==> config.mk <==
export PLATFORM = sky130hd
export DESIGN_NAME = mixer_ctl_port
export DESIGN_NICKNAME = d
export VERILOG_FILES = /design/src/rtl/mixctl_pkg.sv /design/src/rtl/mixctl_sync.sv /design/src/rtl/mixctl_shift.sv /design/src/rtl/mixctl_regs.sv /design/src/rtl/mixer_ctl_port.sv
export SDC_FILE = /design/constraint.sdc
export NUM_CORES = 1
export LEC_CHECK = 0
export BUFFER_PORTS_ARGS = -buffer_cell sky130_fd_sc_hd__buf_2
export CAP_MARGIN = 20
export CORE_MARGIN = 1
export CORE_UTILIZATION = 42
export DETAILED_ROUTE_END_ITERATION = 10
export GPL_TIMING_DRIVEN = 0
export PLACE_DENSITY = 0.7
export SYNTH_ARGS = -nofsm -noshare
export SYNTH_HDL_FRONTEND = slang
export SYNTH_SLANG_ARGS = --single-unit
==> constraint.sdc <==
create_clock -name clk -period 2.45 [get_ports clk]
set_input_delay 0.6125 -clock clk [delete_from_list [all_inputs] [get_ports clk]]
set_output_delay 0.6125 -clock clk [all_outputs]
set_load 0.1 [all_outputs]
==> src/rtl/mixctl_pkg.sv <==
package mixctl_pkg;
   typedef enum logic {
      PH_ADDR  = 1'b0,
      PH_ATTEN = 1'b1
   } phase_e;
endpackage

==> src/rtl/mixctl_sync.sv <==
module mixctl_sync #(
   parameter int         W      = 4,
   parameter int         STAGES = 2,
   parameter logic [W-1:0] RST_VAL = '0
) (
   input  logic         clk,
   input  logic         rst_n,
   input  logic [W-1:0] d,
   output logic [W-1:0] q
);
   logic [STAGES-1:0][W-1:0] chain;

   for (genvar s = 0; s < STAGES; s++) begin : g_stage
      if (s == 0) begin : g_first
         always_ff @(posedge clk or negedge rst_n)
            if (!rst_n) chain[s] <= RST_VAL;
            else        chain[s] <= d;
      end else begin : g_next
         always_ff @(posedge clk or negedge rst_n)
            if (!rst_n) chain[s] <= RST_VAL;
            else        chain[s] <= chain[s-1];
      end
   end

   assign q = chain[STAGES-1];

   initial begin
      stages_ok_chk : assert (STAGES >= 2)
         else $error("mixctl_sync: STAGES must be at least 2");
   end
endmodule

==> src/rtl/mixctl_shift.sv <==
module mixctl_shift #(
   parameter int WORD_W = 8
) (
   input  logic              clk,
   input  logic              rst_n,
   input  logic              sclk_s,
   input  logic              sdi_s,
   input  logic              wr_s,
   output logic              frame_ok,
   output logic [WORD_W-1:0] frame_byte
);
   localparam int CNT_W = $clog2(WORD_W + 2);
   localparam logic [CNT_W-1:0] FULL = CNT_W'(WORD_W);
   localparam logic [CNT_W-1:0] OVER = CNT_W'(WORD_W + 1);

   logic              sclk_q, wr_q;
   logic [CNT_W-1:0]  cnt;
   logic [WORD_W-1:0] sh;
   logic              sclk_rise, wr_fall, wr_rise;

   assign sclk_rise = sclk_s & ~sclk_q;
   assign wr_fall   = ~wr_s & wr_q;
   assign wr_rise   = wr_s & ~wr_q;

   always_ff @(posedge clk or negedge rst_n) begin
      if (!rst_n) begin
         sclk_q <= 1'b0;
         wr_q   <= 1'b1;
         cnt    <= '0;
         sh     <= '0;
      end else begin
         sclk_q <= sclk_s;
         wr_q   <= wr_s;
         if (wr_fall) begin
            cnt <= '0;
         end else if (!wr_s && sclk_rise) begin
            sh <= {sh[WORD_W-2:0], sdi_s};
            if (cnt != OVER) cnt <= cnt + 1'b1;
         end
      end
   end

   assign frame_ok   = wr_rise && (cnt == FULL);
   assign frame_byte = sh;


   shift_idle_chk : assert property (@(posedge clk) disable iff (!rst_n)
      wr_s |=> $stable(sh));
endmodule

==> src/rtl/mixctl_regs.sv <==
module mixctl_regs
   import mixctl_pkg::*;
#(
   parameter int N_CH    = 8,
   parameter int ATTEN_W = 6,
   parameter int WORD_W  = 8,
   parameter int L_BIT   = 3,
   parameter int R_BIT   = 4
) (
   input  logic                      clk,
   input  logic                      rst_n,
   input  logic                      frame_ok,
   input  logic [WORD_W-1:0]         frame_byte,
   input  logic                      mode_4w,
   input  logic                      ld_s,
   output logic [N_CH*ATTEN_W-1:0]   atten_o,
   output logic [N_CH-1:0]           left_o,
   output logic [N_CH-1:0]           right_o,
   output logic                      upd_o
);
   localparam int SEL_W = $clog2(N_CH);

   phase_e                        phase;
   logic [SEL_W-1:0]              sel;
   logic                          ld_q, ld_rise;
   logic                          wr_addr, wr_att;
   logic [N_CH-1:0][ATTEN_W-1:0]  live_att;
   logic                          unused_hi;

   assign ld_rise   = ld_s & ~ld_q;
   assign wr_addr   = frame_ok && (phase == PH_ADDR);
   assign wr_att    = frame_ok && (phase == PH_ATTEN);
   assign unused_hi = ^frame_byte;

   always_ff @(posedge clk or negedge rst_n) begin
      if (!rst_n) begin
         phase <= PH_ADDR;
         sel   <= '0;
         ld_q  <= 1'b0;
         upd_o <= 1'b0;
      end else begin
         ld_q  <= ld_s;
         upd_o <= mode_4w ? ld_rise : frame_ok;
         if (frame_ok) phase <= (phase == PH_ADDR) ? PH_ATTEN : PH_ADDR;
         if (wr_addr)  sel   <= frame_byte[SEL_W-1:0];
      end
   end

   for (genvar c = 0; c < N_CH; c++) begin : g_ch
      logic               hit_a, hit_t;
      logic [ATTEN_W-1:0] s_att, l_att;
      logic               s_l, s_r, l_l, l_r;

      assign hit_a = wr_addr && (frame_byte[SEL_W-1:0] == SEL_W'(c));
      assign hit_t = wr_att  && (sel == SEL_W'(c));

      always_ff @(posedge clk or negedge rst_n) begin
         if (!rst_n) begin
            s_att <= '1;
            s_l   <= 1'b0;
            s_r   <= 1'b0;
         end else begin
            if (hit_a) begin
               s_l <= frame_byte[L_BIT];
               s_r <= frame_byte[R_BIT];
            end
            if (hit_t) s_att <= frame_byte[ATTEN_W-1:0];
         end
      end

      always_ff @(posedge clk or negedge rst_n) begin
         if (!rst_n) begin
            l_att <= '1;
            l_l   <= 1'b0;
            l_r   <= 1'b0;
         end else if (mode_4w) begin
            if (ld_rise) begin
               l_att <= s_att;
               l_l   <= s_l;
               l_r   <= s_r;
            end
         end else begin
            if (hit_a) begin
               l_l <= frame_byte[L_BIT];
               l_r <= frame_byte[R_BIT];
            end
            if (hit_t) l_att <= frame_byte[ATTEN_W-1:0];
         end
      end

      assign live_att[c] = l_att;
      assign left_o[c]   = l_l;
      assign right_o[c]  = l_r;
   end

   assign atten_o = live_att;


   upd_one_cycle_chk : assert property (@(posedge clk) disable iff (!rst_n)
      upd_o |=> !upd_o);

   live_hold_chk : assert property (@(posedge clk) disable iff (!rst_n)
      !upd_o |-> ($stable(live_att) && $stable(left_o) && $stable(right_o)));

   four_wire_defer_chk : assert property (@(posedge clk) disable iff (!rst_n)
      (mode_4w && !ld_rise) |=> ($stable(live_att) && $stable(left_o) && $stable(right_o)));

   phase_hold_chk : assert property (@(posedge clk) disable iff (!rst_n)
      !frame_ok |=> $stable(phase));

   phase_flip_chk : assert property (@(posedge clk) disable iff (!rst_n)
      frame_ok |=> (phase != $past(phase)));
endmodule

==> src/rtl/mixer_ctl_port.sv <==
module mixer_ctl_port #(
   parameter int N_CH     = 8,
   parameter int ATTEN_W  = 6,
   parameter int WORD_W   = 8,
   parameter int L_BIT    = 3,
   parameter int R_BIT    = 4,
   parameter int SYNC_STG = 2
) (
   input  logic                    clk,
   input  logic                    rst_n,
   input  logic                    sclk_i,
   input  logic                    sdi_i,
   input  logic                    wr_n_i,
   input  logic                    ld_i,
   input  logic                    mode_4w_i,
   output logic [N_CH*ATTEN_W-1:0] atten_o,
   output logic [N_CH-1:0]         left_en_o,
   output logic [N_CH-1:0]         right_en_o,
   output logic                    upd_o
);
   localparam int SEL_W = $clog2(N_CH);

   logic [4:0]        sync_q;
   logic              frame_ok;
   logic [WORD_W-1:0] frame_byte;

   // bit order: mode, ld, wr_n, sdi, sclk
   mixctl_sync #(.W(5), .STAGES(SYNC_STG), .RST_VAL(5'b00100)) u_sync (
      .clk   (clk),
      .rst_n (rst_n),
      .d     ({mode_4w_i, ld_i, wr_n_i, sdi_i, sclk_i}),
      .q     (sync_q)
   );

   mixctl_shift #(.WORD_W(WORD_W)) u_shift (
      .clk        (clk),
      .rst_n      (rst_n),
      .sclk_s     (sync_q[0]),
      .sdi_s      (sync_q[1]),
      .wr_s       (sync_q[2]),
      .frame_ok   (frame_ok),
      .frame_byte (frame_byte)
   );

   mixctl_regs #(
      .N_CH(N_CH), .ATTEN_W(ATTEN_W), .WORD_W(WORD_W), .L_BIT(L_BIT), .R_BIT(R_BIT)
   ) u_regs (
      .clk        (clk),
      .rst_n      (rst_n),
      .frame_ok   (frame_ok),
      .frame_byte (frame_byte),
      .mode_4w    (sync_q[4]),
      .ld_s       (sync_q[3]),
      .atten_o    (atten_o),
      .left_o     (left_en_o),
      .right_o    (right_en_o),
      .upd_o      (upd_o)
   );

   initial begin
      cfg_chk : assert (N_CH >= 2 && WORD_W >= 2 && ATTEN_W <= WORD_W
                        && SEL_W <= L_BIT && SEL_W <= R_BIT && L_BIT != R_BIT
                        && L_BIT < WORD_W && R_BIT < WORD_W)
         else $error("mixer_ctl_port: inconsistent field layout parameters");
   end
endmodule

Yosys cells after proc, flatten, opt, wreduce, memory -nomap -nowiden --
Cells that the tools add are included.
Storage, ports and cells: bits in writable memories 0, latch bits 0, memory bits (read-only) 0, input bits 7, bits in registers 156, memories 0, output and inout port bits 65
Operators by class: multiply operators 0, bitwise gates (word level) 10, divide/modulo/power cells 0, shifts and indexed selects 0, reductions and logical operators 59, order comparisons 0, add/sub/neg operators 1, multiplexer cells 77, eq/ne operators 17
Operators by type and width (count):
- $mux W6 | 24
- $mux W1 | 50
- $reduce_and A2 Y1 | 18
- $reduce_bool A2 Y1 | 18
- $eq A3 B3 Y1 const B | 8
- $logic_and A1 B1 Y1 | 20
- $eq A3 B2 Y1 const B | 4
- $mux W4 | 3
- $eq A3 B1 Y1 const B | 2
- $logic_not A3 Y1 | 2
- $not A1 Y1 | 6
- $add A4 B1 Y4 const B | 1
- $and A1 B1 Y1 | 4
- $eq A4 B4 Y1 const B | 1
- $ne A4 B4 Y1 const B | 1
- $ne A2 B1 Y1 const B | 1
- $logic_not A1 Y1 | 1

Longest topological paths before layout --
Gate-level depths: netlist of run 1.
depth after elaboration 7, gate-level depth with buffers 7, mapped depth without buffers 5

Modules after synthesis --
From an unflattened synthesis of run 1, not the netlist that was laid out.
Unflattened totals: cells, all modules 620, area total of the unflattened synthesis 7716.2 um^2
By module, submodules not included:
- mixctl_regs | cells an instance 556, times used 1, seq. area each 3473.3 um^2, area each 6782.8 um^2
- mixctl_shift | cells an instance 49, times used 1, seq. area each 351.6 um^2, area each 643.1 um^2
- mixctl_sync | cells an instance 15, times used 1, seq. area each 252.7 um^2, area each 290.3 um^2

Worst setup path after synthesis of run 1 --
No wires, ideal clock.
path kind reg-to-reg, start reg u_shift.cnt[0], end reg u_regs.g_ch[2].l_att[0], setup time 0.075 ns, slack 0.673 ns, clock period less this slack 1.777 ns, arrival 1.702 ns, stages on the path, launching flop included 7, buffers on the path 1, path through dfrtp_1 inv_1 ha_1 nand4bb_1 buf_2 o31ai_4 mux2i_1
On the way: word-level cells in the longest chain between the ends 6
RTL lines:
- start: declaration | RTL line mixctl_shift.sv:17 | logic [CNT_W-1:0] cnt;
- start signal: assignment | RTL line mixctl_shift.sv:38 | if (cnt != OVER) cnt <= cnt + 1'b1;
- $eq A4 B4 Y1 | RTL line mixctl_shift.sv:43 | assign frame_ok = wr_rise && (cnt == FULL);
- $logic_and A1 B1 Y1 | RTL line mixctl_shift.sv:43
- $logic_and A1 B1 Y1 | RTL line mixctl_regs.sv:32 | assign wr_att = frame_ok && (phase == PH_ATTEN);
- $logic_and A1 B1 Y1 | RTL line mixctl_regs.sv:55 | assign hit_t = wr_att && (sel == SEL_W'(c));
- $reduce_bool A2 Y1 (no source line)
- $reduce_and A2 Y1 (no source line)
- end signal: assignment | RTL line mixctl_regs.sv:78 | l_att <= s_att;
- end signal: assignment | RTL line mixctl_regs.sv:87 | if (hit_t) l_att <= frame_byte[ATTEN_W-1:0];
- end: declaration | RTL line mixctl_regs.sv:51 | logic [ATTEN_W-1:0] s_att, l_att;
No other way between the ends. A chain may end at the register's enable or synchronous reset.

Worst setup path in the final report of run 1 --
start reg u_shift.cnt[0], end reg u_regs.g_ch[6].l_att[5]
On the way: word-level cells in the longest chain between the ends 6
RTL lines (RTL line):
- $eq A4 B4 Y1 | mixctl_shift.sv:43
- $logic_and A1 B1 Y1 | mixctl_shift.sv:43
- $logic_and A1 B1 Y1 | mixctl_regs.sv:32
- $logic_and A1 B1 Y1 | mixctl_regs.sv:55
- $reduce_bool A2 Y1 (no source line)
- $reduce_and A2 Y1 (no source line)
- end signal: assignment | mixctl_regs.sv:78
- end signal: assignment | mixctl_regs.sv:87
- end: declaration | mixctl_regs.sv:51
No other way between the ends.

==> results of run 1 <==
-- path summary, 6_finish.rpt --
kind,start,end,depth (start not counted)
max in group asynchronous,rst_n,u_regs.g_ch[5].l_att[4],2
min reg2reg,u_sync.chain[0],u_sync.q[0],0
max reg2reg,u_shift.cnt[0],u_regs.g_ch[6].l_att[5],6
max,u_shift.cnt[0],u_regs.g_ch[6].l_att[5],6
min,rst_n,u_regs.g_ch[3].l_l,1
min in group clk,wr_n_i,u_sync.chain[2],1
-- kinds of logic after synthesis --
group | Yosys count
flip-flops | 156
AND/OR/NAND/NOR | 65
buffers and inverters | 98
adder cells (fa/ha/maj) | 3
multiplexers | 154
AO/OA/AOI/OAI | 64
-- registers in the layout, summed over array words and instances, names as in the netlist --
name                count
u_shift.cnt             4
u_sync.chain            5
u_regs.g_ch.s_att      48
u_regs.g_ch.s_l         8
u_regs.phase            1
u_shift.sclk_q          1
u_regs.g_ch.s_r         8
u_sync.q                5
u_shift.frame_byte      6
u_shift.wr_q            1
u_regs.g_ch.l_att      48
u_regs.upd_o            1
u_regs.g_ch.l_r         8
u_regs.sel              3
u_regs.g_ch.l_l         8
u_regs.ld_q             1
-- through the flow --
step	setup TNS (ns)	setup WS, ns
after floorplan	0	0.673
after global placement	-119.65	-1.30
after detailed placement	0	0.280
after CTS	0	0.292
after global routing	0	0.200
final	0	0.307
-- cell usage in the layout, fill, tap and decap left out, drive strengths merged, types with 15 or more instances in the layout --
cell | Yosys | final
mux2 | 105 | 105
buf | 33 | 105
dfstp | 99 | 99
dfrtp | 57 | 57
inv | 52 | 56
a21oi | 51 | 51
mux2i | 49 | 49
clkbuf | 13 | 33
nand3 | 15 | 15
-- routing by layer --
layer	global-route usage	up-vias
li1	-	2037
met5	0	-
met1	0.235	2223
met4	0.0792	0
met3	0.0364	25
met2	0.314	98
-- power groups by stage --
stage               Clock (mW)  Sequential (mW)  Combinational [mW]
floorplan                    0             4.13               0.468
global placement             0             3.06                1.95
detailed placement           0             3.06                1.99
CTS                       2.53             3.02                1.99
global route              2.62             3.05                2.07
finish                    2.47             3.02                1.97
-- final cells by class --
cell class / count / area [µm²]
inverters: 52 / 195
clock inverters: 10 / 88.8
plain buffers: 46 / 255
repair buffers: 72 / 389
clock buffers: 20 / 458
multi-input cells: 286 / 2740
fillers: 1454 / 8280
flip-flops and latches: 156 / 4030
well taps: 220 / 275
-- worst register-to-register path, cell delays in order, from the launching register on --
cell and delay (ns):
dfrtp_1 0.42, inv_1 0.11, ha_1 0.29, nand4bb_1 0.12, buf_2 0.26, o31ai_4 0.57
mux2i_1 0.28
==> flow_summary_export.csv, run 1 <==
group,metric,value,unit
placement,post_dp_cell_area,7880,µm²
global_routing,grt_max_degree,90,
timing,timing.fmax,467,MHz
worst_setup_path,path_max_fanout,8,
worst_setup_path,path_delay_family,"compound AO/OA/AOI/OAI gates",
yosys,syn_area_per_cell,13.4,µm²
floorplanning,die_h,133,µm
placement,dp_cells,832,
global_routing,grt_pass1_vias,4788,
floorplanning,fp.dieArea,17700,µm²
routing,ant_nets,0,
global_routing,overflow,0,
yosys,yosys-top-cells-area,"dfstp_2, dfrtp_1, mux2_2",
yosys,synth_common_cells,"mux2_2, dfstp_2, dfrtp_1, inv_1, a21oi_1",
global_routing,grt_use_total,0.187,
floorplanning,core,16700,µm²
status,outcome,"finished, final reports clean",
placement,dp.final_hpwl,10.4,mm
pwr,p_seq_frac,0.405,
clocking,cts_max_level,4,
floorplanning,die_w,133,µm
clocking,clock_latency,0.43,ns
yosys,synth_mux_area_frac,0.233,
worst_setup_path,slowest_delay,0.57,ns
yosys,synthArstFlopShare,1.00,
worst_setup_path,path_buf_inv,2,
yosys,yosys_warnings,0,
yosys,synth_cell_types,41,
worst_setup_path,rrSetupSlack,0.31,ns
finish,layout.nets,641,
yosys,ys_seq_area_frac,0.558,
worst_hold_path,hp-class,"in -> async",
global_routing,grt_pass1_wl,25.3,mm
finish,final_area,8420,µm²
pwr,p_leak,3.78,nW
pwr,p_per_area,886,nW/µm²
clocking,cts-root-buf,"clkbuf_16",
pwr,swShare,0.377,
timing,skew,0.00890,ns
finish,finalNonFillerCells,862,
worst_setup_path,path_cells,"inv_1 > ha_1 > nand4bb_1 > buf_2 > o31ai_4 > mux2i_1",
routing,drc,0,
yosys,synth-xor-area-share,0,
finish,final_core_util,0.504,
routing,wl_met2,7.68,mm
yosys,synth_top_family_by_area,"multiplexers",
clocking,clock_sinks,156,
yosys,synth_top_area_frac,0.361,
pwr,power.total,7.46,mW
timing,rsz0062_at_grt,"no",
yosys,synth_most_common_cell,"mux2_2",
yosys,synthAdderAreaFrac,0.00520,
finish,n_antenna_cell,0,
worst_setup_path,critPathKind,"reg -> reg",
global_routing,antenna_found_initial,0,
pwr,p_int,4.65,mW
placement,routabilityCongestion,0.765,
clocking,hold_buffers,0,
yosys,synth_edf_count,0,
pwr,ir_drop,0.525,mV
timing,setup_viol,0,
yosys,ys_ff_latch,156,
clocking,cts_tree,"yes",
yosys,synth_area,7210,µm²
floorplanning,io_pins,72,
clocking,ctsResizeCount,0,
finish,drive_gt1_frac,0.553,
yosys,synth-compound-area-share,0.0628,
timing,timing_hold_violations_final,0,
routing,vias_per_cell,5.08,
routing,vias,4383,
timing,finalCriticalPeriod,2.14,ns
routing,first_pass_iters,4,
timing,min_period_over_period,0.875,
pwr,power.share.clock,0.331,
worst_setup_path,critPathLaunchType,"flop",
routing,first_iter_violations,211,
routing,wirelength,15.3,mm
pwr,pwr-share-comb,0.264,
yosys,synthFlopType,"dfstp_2",
timing,whs,0.192,ns
worst_setup_path,slowest_stage,"o31ai_4",
pwr,switchingPower,2.82,mW
yosys,syn_nets,550,
finish,area_growth_syn_to_layout,16.8,%
yosys,synth_simple_gate_area_frac,0.0777,
routing,wl_met1,6.64,mm
flow_run,cap_viol_max_count,0,
clocking,path_clk_slew,0.06,ns
timing,worst_pin_slew,0.693,ns
clocking,clockBufferDepth,2,
worst_setup_path,cp-end-kind,"flop",
clocking,numCtsBuffers,17,
timing,max_slew_margin,0.538,
floorplanning,rows,47,
worst_setup_path,arrival,2.49,ns
placement,port_buffers,71,
worst_setup_path,required,2.80,ns
floorplanning,initial_core_util,0.432,
yosys,synth_top_area_cell,"dfstp_2",
clocking,cts_setup_buffers,0,
routing,wl_met3,642,µm
yosys,syn_inst,540,
timing,slew_violations,0,
routing,top_layer,"met4",
routing,routedWlPerCell,17.7,µm
No activity file was read; power rests on OpenSTA's default activity.
==> run 2: changes to the inputs <==
- SETUP_SLACK_MARGIN: default -> 0.5
==> run 2 against run 1 <==
Maximum frequency grew 12%. Largest cell class unchanged. Clock power hardly changed. Non-clock buffer count increased by 9. Utilization rose by 1.8 points. Hold slack hardly changed. Sequential power barely moved. Die area did not move.
==> flow_summary_export.csv, run 2 (synthesis gave the netlist of run 1 again) <==
group,metric,value,unit
worst_setup_path,rrSetupSlack,0.57,ns
timing,worst_pin_slew,0.684,ns
worst_setup_path,critPathLaunchType,"flop",
timing,finalCriticalPeriod,1.92,ns
worst_setup_path,arrival,1.31,ns
worst_hold_path,hp-class,"in -> async",
timing,min_period_over_period,0.783,
placement,routabilityCongestion,0.765,
clocking,path_clk_slew,0.06,ns
routing,vias,4406,
global_routing,grt_pass1_vias,4851,
worst_setup_path,r2r_cells,7,
worst_setup_path,cp-end-kind,"primary output",
finish,final_area,8730,µm²
global_routing,grt_max_degree,90,
finish,layout.nets,650,
finish,reg_top3,"u_regs.g_ch.l_att x48, u_regs.g_ch.s_att x48",
pwr,p_leak,3.86,nW
floorplanning,fp.dieArea,17700,µm²
placement,post_dp_cell_area,7880,µm²
routing,vias_per_cell,5.06,
floorplanning,initial_core_util,0.432,
worst_setup_path,worstReg2RegStart,"u_shift.cnt[1]",
floorplanning,rows,47,
placement,port_buffers,71,
timing,timing_hold_violations_final,0,
routing,ant_nets,0,
pwr,p_per_area,869,nW/µm²
clocking,clock_latency,0.43,ns
routing,routedWlPerCell,17.7,µm
global_routing,grt_pass1_wl,25.4,mm
flow_run,cap_viol_max_count,0,
clocking,cts-root-buf,"clkbuf_16",
clocking,hold_buffers,0,
pwr,power.total,7.59,mW
finish,layout_common_cells,"mux2_2, dfstp_2, buf_4, dfrtp_1",
finish,area_growth_syn_to_layout,21.0,%
clocking,clock_sinks,156,
finish,drive_gt1_frac,0.567,
worst_setup_path,slowest_delay,0.41,ns
timing,slew_violations,0,
global_routing,overflow,0,
timing,setup_viol,0,
clocking,clockBufferDepth,2,
finish,num-fill-cells,1412,
timing,skew,0.0123,ns
clocking,cts_tree,"yes",
placement,dp.final_hpwl,10.4,mm
worst_setup_path,path_cells,"buf_4 > buf_2",
floorplanning,io_pins,72,
pwr,ir_drop,0.524,mV
global_routing,grt_use_total,0.187,
floorplanning,die_h,133,µm
clocking,cts_max_level,4,
status,outcome,"finished, final reports clean",
routing,first_iter_violations,183,
worst_setup_path,required,1.84,ns
finish,final_common_cell,"mux2_2",
worst_setup_path,slowest_stage,"buf_2",
routing,wirelength,15.4,mm
floorplanning,core,16700,µm²
timing,max_slew_margin,0.544,
worst_setup_path,path_max_fanout,2,
global_routing,antenna_found_initial,0,
timing,rsz0062_at_grt,"no",
routing,drc,0,
finish,n_antenna_cell,0,
floorplanning,die_w,133,µm
finish,final_core_util,0.523,
timing,timing.fmax,521,MHz
worst_setup_path,timing.rr.end,"u_regs.g_ch[0].l_r",
clocking,numCtsBuffers,17,
routing,first_pass_iters,4,
worst_setup_path,critPathKind,"reg -> out",
==> run 2: cell types whose count changed in the layout (fill, tap and decap cells not counted), sizes merged <==
| cell | change |
|---|---|
| clkbuf | +5 |
| buf | +4 |
==> run 2: layout make-up <==
type,instances,area [µm²],share of cell area
inverters,52,195,0.0224
clock buffers,20,458,0.0525
multi-input cells,286,2750,0.315
well taps,220,275,0.0315
clock inverters,10,88.8,0.0102
plain buffers,46,264,0.0302
repair buffers,81,672,0.0770
flip-flops and latches,156,4030,0.461
==> run 2: how the worst max path moves through the flow <==
stage / from / to / slack [ns] / cells past startpoint
after CTS: u_regs.g_ch[7].l_r / right_en_o[7] / 0.50 / 2
after detailed placement: u_shift.cnt[0] / u_regs.g_ch[6].l_att[5] / 0.28 / 6
after global placement: rst_n / u_regs.sel[1] / -1.30 / 1
after floorplan: u_shift.cnt[0] / u_regs.g_ch[2].l_att[0] / 0.67 / 6
final: u_regs.g_ch[7].l_l / left_en_o[7] / 0.53 / 2
after global routing: u_regs.g_ch[7].l_l / left_en_o[7] / 0.50 / 2
==> run 2: per-layer routing <==
layer,share of wire,track usage
met1,0.43,0.236
met2,0.50,0.314
met4,0.024,0.0792
met5,0,0
met3,0.042,0.0364
==> run 2: repair_timing <==
item	4_1_cts	5_1_grt
setup buffers	7	2
resized for setup	51	9
pin swaps	6	2
setup endpoints to repair	115	61
==> run 2: stage by stage <==
| stage | setup WS (ns) | hold slack, ns | setup TNS (ns) | std cells |
|---|---|---|---|---|
| global route | 0.502 | 0.237 | 0 | 871 |
| floorplan | 0.673 | 0.317 | 0 | 540 |
| CTS | 0.503 | 0.214 | 0 | 869 |
| detailed placement | 0.280 | 0.335 | 0 | 832 |
| finish | 0.531 | 0.192 | 0 | 871 |
| global placement | -1.30 | 0.337 | -119.65 | 831 |
==> run 2: power by group <==
part | switching [mW] | internal (mW)
combinational | 1.65 | 0.439
clock | 1.03 | 1.44
sequential | 0.156 | 2.87
total | 2.83 | 4.76
==> run 2: worst max-delay path, delay by kind of cell, from the launching register on <==
kind     cells  cell delay [ns]
buf+inv      2             0.52
flops        1             0.36
